`src/rtl/nc_pkg.sv`:
```
package nc_pkg;

    typedef enum logic [1:0] {
        LVL_NONE = 2'b00,
        LVL_NEAR = 2'b01,
        LVL_NORM = 2'b10
    } nc_level_e;

    typedef struct packed {
        logic up;
        logic down;
    } nc_evt_t;

    function automatic nc_level_e level_of(input int unsigned cnt,
                                           input int unsigned near_lo,
                                           input int unsigned norm_lo);
        if (cnt >= norm_lo)      return LVL_NORM;
        else if (cnt >= near_lo) return LVL_NEAR;
        else                     return LVL_NONE;
    endfunction

endpackage

```
`src/rtl/nc_event_filter.sv`:
```
module nc_event_filter
    import nc_pkg::*;
(
    input  logic      clk,
    input  logic      rst,
    input  logic      hit_i,
    input  logic      miss_i,
    input  logic      lock_lost_i,
    input  nc_level_e lvl_i,
    output nc_evt_t   evt_o
);
    logic bad_q;

    always_comb begin
        evt_o = '0;
        if (miss_i) begin
            evt_o.down = 1'b1;
        end else if (hit_i) begin
            if (bad_q && lvl_i != LVL_NONE) evt_o.down = 1'b1;
            else                            evt_o.up   = 1'b1;
        end
    end

    always_ff @(posedge clk) begin
        if (rst || lock_lost_i) bad_q <= 1'b0;
        else if (miss_i)        bad_q <= 1'b1;
        else if (hit_i)         bad_q <= 1'b0;
    end

    // an effective up event never comes from a hit at a high grade while memory is set
    p_bad_blocks_up_r7: assert property (@(posedge clk) disable iff (rst)
        (bad_q && lvl_i != LVL_NONE) |-> !evt_o.up);

endmodule

```
`src/rtl/nc_step_calc.sv`:
```
module nc_step_calc
    import nc_pkg::*;
#(
    parameter int CNT_W     = 4,
    parameter int NEAR_LO   = 6,
    parameter int NORM_DROP = 2
) (
    input  logic [CNT_W-1:0] count_i,
    input  nc_level_e        lvl_i,
    input  nc_evt_t          evt_i,
    input  logic             lock_lost_i,
    input  logic             force_wide_i,
    output logic [CNT_W-1:0] count_next_o
);
    localparam logic [CNT_W-1:0] CNT_MAX = {CNT_W{1'b1}};
    localparam logic [CNT_W-1:0] LOW_TOP = CNT_W'(NEAR_LO - 1);
    localparam logic [CNT_W-1:0] DROP    = CNT_W'(NORM_DROP);

    logic [CNT_W-1:0] stepped;

    always_comb begin
        stepped = count_i;
        if (evt_i.down) begin
            unique case (lvl_i)
                LVL_NORM: stepped = (count_i >= DROP) ? count_i - DROP : '0;
                LVL_NEAR: stepped = LOW_TOP;
                default:  stepped = (count_i != '0) ? count_i - 1'b1 : '0;
            endcase
        end else if (evt_i.up) begin
            stepped = (count_i != CNT_MAX) ? count_i + 1'b1 : count_i;
        end

        count_next_o = stepped;
        if (force_wide_i && stepped > LOW_TOP) count_next_o = LOW_TOP;
        if (lock_lost_i) count_next_o = '0;
    end

endmodule

```
`src/rtl/nc_level_map.sv`:
```
module nc_level_map
    import nc_pkg::*;
#(
    parameter int CNT_W   = 4,
    parameter int NEAR_LO = 6,
    parameter int NORM_LO = 12
) (
    input  logic [CNT_W-1:0] count_i,
    output nc_level_e        lvl_o,
    output logic             norm_o
);
    always_comb begin
        lvl_o  = level_of(int'(count_i), NEAR_LO, NORM_LO);
        norm_o = (lvl_o == LVL_NORM);
    end

endmodule

```
`src/rtl/nc_norm_counter.sv`:
```
module nc_norm_counter
    import nc_pkg::*;
#(
    parameter int CNT_W     = 4,
    parameter int NEAR_LO   = 6,
    parameter int NORM_LO   = 12,
    parameter int NORM_DROP = 2
) (
    input  logic             clk,
    input  logic             rst,
    input  logic             hit_i,
    input  logic             miss_i,
    input  logic             lock_lost_i,
    input  logic             force_wide_i,
    output logic [CNT_W-1:0] count_o,
    output logic [1:0]       level_o,
    output logic             norm_o
);
    localparam logic [CNT_W-1:0] LOW_TOP = CNT_W'(NEAR_LO - 1);

    logic [CNT_W-1:0] count_q;
    logic [CNT_W-1:0] count_next;
    nc_level_e        lvl;
    nc_evt_t          evt;

    nc_level_map #(.CNT_W(CNT_W), .NEAR_LO(NEAR_LO), .NORM_LO(NORM_LO)) u_map (
        .count_i (count_q),
        .lvl_o   (lvl),
        .norm_o  (norm_o)
    );

    nc_event_filter u_filter (
        .clk         (clk),
        .rst         (rst),
        .hit_i       (hit_i),
        .miss_i      (miss_i),
        .lock_lost_i (lock_lost_i),
        .lvl_i       (lvl),
        .evt_o       (evt)
    );

    nc_step_calc #(.CNT_W(CNT_W), .NEAR_LO(NEAR_LO), .NORM_DROP(NORM_DROP)) u_step (
        .count_i      (count_q),
        .lvl_i        (lvl),
        .evt_i        (evt),
        .lock_lost_i  (lock_lost_i),
        .force_wide_i (force_wide_i),
        .count_next_o (count_next)
    );

    always_ff @(posedge clk) begin
        if (rst) count_q <= '0;
        else     count_q <= count_next;
    end

    assign count_o = count_q;
    assign level_o = lvl;

    p_hit_up_r2: assert property (@(posedge clk) disable iff (rst)
        (hit_i && !miss_i && !lock_lost_i && !force_wide_i && lvl == LVL_NONE)
        |=> count_q == $past(count_q) + 1'b1);

    p_near_drop_r5: assert property (@(posedge clk) disable iff (rst)
        (miss_i && !lock_lost_i && !force_wide_i && lvl == LVL_NEAR)
        |=> count_q == LOW_TOP);

    p_lock_clear_r8: assert property (@(posedge clk) disable iff (rst)
        lock_lost_i |=> count_q == '0);

    p_force_cap_r9: assert property (@(posedge clk) disable iff (rst)
        force_wide_i |=> count_q <= LOW_TOP);

    p_tie_miss_r10: assert property (@(posedge clk) disable iff (rst)
        (hit_i && miss_i && !lock_lost_i && !force_wide_i && lvl == LVL_NONE && count_q != '0)
        |=> count_q == $past(count_q) - 1'b1);

    p_idle_hold_r11: assert property (@(posedge clk) disable iff (rst)
        (!hit_i && !miss_i && !lock_lost_i && !force_wide_i) |=> $stable(count_q));

endmodule

```
`config.mk`:
```
export PLATFORM = sky130hd
export DESIGN_NAME = nc_norm_counter
export DESIGN_NICKNAME = d
export VERILOG_FILES = /design/src/rtl/nc_pkg.sv /design/src/rtl/nc_event_filter.sv /design/src/rtl/nc_step_calc.sv /design/src/rtl/nc_level_map.sv /design/src/rtl/nc_norm_counter.sv
export SDC_FILE = /design/constraint.sdc
export NUM_CORES = 1
export LEC_CHECK = 0
export BUFFER_PORTS_ARGS = -buffer_cell sky130_fd_sc_hd__buf_2
export CAP_MARGIN = 20
export CORE_MARGIN = 3
export CORE_UTILIZATION = 54
export CTS_CLUSTER_DIAMETER = 60
export DETAILED_ROUTE_END_ITERATION = 10
export PLACE_DENSITY = 0.85
export SLEW_MARGIN = 10
export SYNTH_ARGS = -nofsm -noshare
export SYNTH_HDL_FRONTEND = slang
export SYNTH_HIERARCHICAL = 1
export SYNTH_SLANG_ARGS = --single-unit
export TNS_END_PERCENT = 20
```
`constraint.sdc`:
```
create_clock -name clk -period 2.33 [get_ports clk]
set_input_delay 0.1165 -clock clk [delete_from_list [all_inputs] [get_ports clk]]
set_output_delay 0.1165 -clock clk [all_outputs]
set_load 0.05 [all_outputs]
```
==> impl_results.md <==
* Register bit total from synthesis at 5
* Final setup fails at 0
* Routed metal-1 wirelength at 665 µm
* Power share of the clock group at 29.7%
* Met3 routed WL at 88 µm
* Number of I/O pins at 13
* Vias at 644
* Highest metal layer with signal wires: met3
* Cell Pwr Density at about 380 nW/µm²
* Net Sw Frac at 36.54%
* Logic gate share of total power at 40.6%
* Initial antenna violation count at 0
* Fin nets at between 100 and 150
* Setup Skew at 0.003775 ns
* Required @ worst endpoint at around 2.5 ns
* Wirelength per Cell at 13.18 µm
* P&R area growth vs syn at 21.74%
* Critical path class: reg2reg
* Gpl congestion at 0.8330
* Lkg Pwr at 0.3605 nW
* Share of power burned in registers at 29.8%
* Slew Limit Headroom at 77.65%
* Hold Crit Class: in2reg
* Die Wd at 42.50 µm
* Number of max-cap violations at 0
* Fmax at 462.8 MHz
* Sequential share of the synthesized area at 13.91%
* Xor/xnor share of the synthesized area at under 10%
* Final Util at about three quarters
* DR pass1 iterations at 5
* Clock buffer count from CTS at 3
* Setup TNS Final at 0 ns
* Adder-Cell Fraction of Synth Area at 15.65%
* Core area at 1171 µm²
* VDD IR-drop max at between 400 and 500 µV
* Largest family of logic cells by synthesized area: simple AND/OR/NAND/NOR gates
* Critical-path cell list: mux2i_4, inv_2, ha_4, nand2b_1, nor2_2, a221oi_4, o21ai_2, a211oi_2, nor2b_1
* Avg Inst Size Synth at 8.565 µm²
* Switch Pwr at between 0.1 and 0.15 mW
* CP Data Arrival Time at 2.33 ns
* Buffers added on ports at 12
* Status: finished, final reports clean
* Clk Latency, worst-skew pair at between 0.2 and 0.25 ns
* Syn nets at 99
* Drt first-iter violations at 17
* Fin. Hold Viols at 0
* Yosys cell types at 44
* Clock Sinks at 5
* Initial Utilization at 61.43%
* CTS clk-pin slew, worst paths at around 0.05 ns
* Largest net degree at the start of global routing at 16
* Fin crit share at approximately 93%
* H-tree Lvls at 1
* Simple-Gate Fraction of Synth Area at 30.26%
* Standard-cell rows at 12
* Synth warn at 6
* Met2 WL at 735 µm
* Mux cell area share after synthesis at 1.391%
* Share of layout cells above drive strength 1 at 40.40%
* Number of global-route vias before repair at 590
* # diodes at 0
* First-pass GRT wire length at 2601 µm
* Routed Antenna Nets at 0
* Post-synth EDFFs at 0
* GRT Util Overall at 18.29%
* # hold bufs at CTS at 0
* Mapped Cells at 84
* Slowest CP cell: dfxtp_4
* DRC viols at 0
* Die Footprint at 1806 µm²
* Total gr overflow at 0
* Height of the chip at 42.50 µm
* Detailed placer's ending HPWL at 1190 µm
* WL final at 1489 µm
* P_int at 0.2096 mW
* Maximum fanout along the worst path at 13
* Root buffer cell: clkbuf_4
* Minimum clock period at 2.161 ns
* Synth async-reset ratio at 0%
* Cell area after synthesis at 719.4 µm²
* CP startpoint kind: flip-flop
* CTS tree: built
* Slew Limit Fails at 0
* Complex-gate fraction of the synthesized area at 27.30%
* Max incr delay on CP at 0.46 ns
* RSZ-0062 raised after global routing: yes
* Vias per inst at about 5.7
* Crit. End Element: flip-flop
* Top FF cell, synth: dfxtp_1
* Tot Pwr at about 0.33 mW
* Max clock buf depth at 2
* Worst-margin pin slew at around 0.33 ns
-- cells in the final DEF, fill, tap and decap left out, types with 2 or more instances in the layout --
cell / n
nand2b_1: 4
o21ai_1: 3
nor3_1: 3
nor2_1: 5
nor2b_1: 7
dfxtp_1: 2
dfxtp_4: 3
ha_1: 8
clkbuf_4: 3
buf_2: 12
buf_4: 3
xor2_1: 2
inv_1: 7
-- worst max-delay path, delay by kind of cell (launching register included) --
kind / cells / cell delay (ns)
mux: 1 / 0.31
compound gates: 3 / 0.58
fa+ha+maj: 1 / 0.29
simple gates: 3 / 0.38
flops: 1 / 0.46
buf+inv: 1 / 0.07
-- logic make-up (layout without fill, tap and decap cells) --
kind of cell    count (synthesis)  after routing
compound gates                 23             23
flops                           5              5
simple gates                   32             32
fa+ha+maj                       9              9
xor+xnor                        2              2
buf+inv                        12             27
mux                             1              1
-- sequential cells by signal, indices dropped and copies added (netlist names) --
| name | cells |
|---|---|
| count_o | 4 |
| u_filter/bad_q | 1 |
-- metal layers --
layer  vias to the layer above  GRT usage [%]
met4                         0          1.863
met2                        18          31.91
li1                        331              -
met3                         0          3.863
met1                       295          23.54
met5                         -              0
-- stage by stage --
| step | setup WS, ns | cells | hold WS, ns | area [µm²] |
|---|---|---|---|---|
| floorplan | 0.005663 | 84 | 0.1784 | 775.7 |
| global placement | 0.1887 | 108 | 0.3247 | 830.8 |
| detailed placement | 0.1718 | 108 | 0.3378 | 830.8 |
| CTS | 0.1500 | 112 | 0.07883 | 858.3 |
| global route | -0.005432 | 113 | 0.07222 | 875.8 |
| finish | 0.1694 | 113 | 0.08334 | 875.8 |
-- path summary, 6_finish.rpt --
check	from	slack (ns)	endpoint	cells past startpoint
worst max-delay path	count_o[3]$_SDFF_PP0_	0.17	count_o[1]$_SDFF_PP0_	9
worst min-delay path	rst	0.08	count_o[3]$_SDFF_PP0_	2
worst min register to register	u_filter/bad_q$_SDFFE_PP0P_	0.60	u_filter/bad_q$_SDFFE_PP0P_	2
worst max register to register	count_o[3]$_SDFF_PP0_	0.17	count_o[1]$_SDFF_PP0_	9
-- power groups by stage --
stage | clock [mW] | combinational, mW | sequential (mW)
final | 0.0979 | 0.134 | 0.0984
after global routing | 0.111 | 0.147 | 0.0997
after floorplan | 0 | 0.0945 | 0.108
after global placement | 0 | 0.128 | 0.0995
after CTS | 0.103 | 0.131 | 0.0982
after detailed placement | 0 | 0.130 | 0.0999
-- Yosys cell counts, types with 2 or more instances --
cell	number	area share [%]
nor2b_1	7	6.1
nand2b_1	4	3.5
nand2_1	2	1.0
nor2_1	5	2.6
o21ai_1	3	2.1
nor3_1	3	2.1
inv_1	8	4.2
ha_1	9	16
nor3b_2	2	3.5
xor2_1	2	2.4
dfxtp_1	5	14
buf_6	2	3.1
-- timing repair --
item	CTS	global route
gates resized for setup	0	2
endpoints found under the setup margin	0	3
buffers inserted	0	1
-- layout make-up --
cell class	instances	area, µm²
inverter	8	30.03
timing repair buffer	15	82.58
clock buffer	3	22.52
multi-input combinational	67	606.8
tap	14	17.52
sequential	5	111.4
clock inverter	1	5.005
fill	85	295.3
No activity file was read; power rests on OpenSTA's default activity.
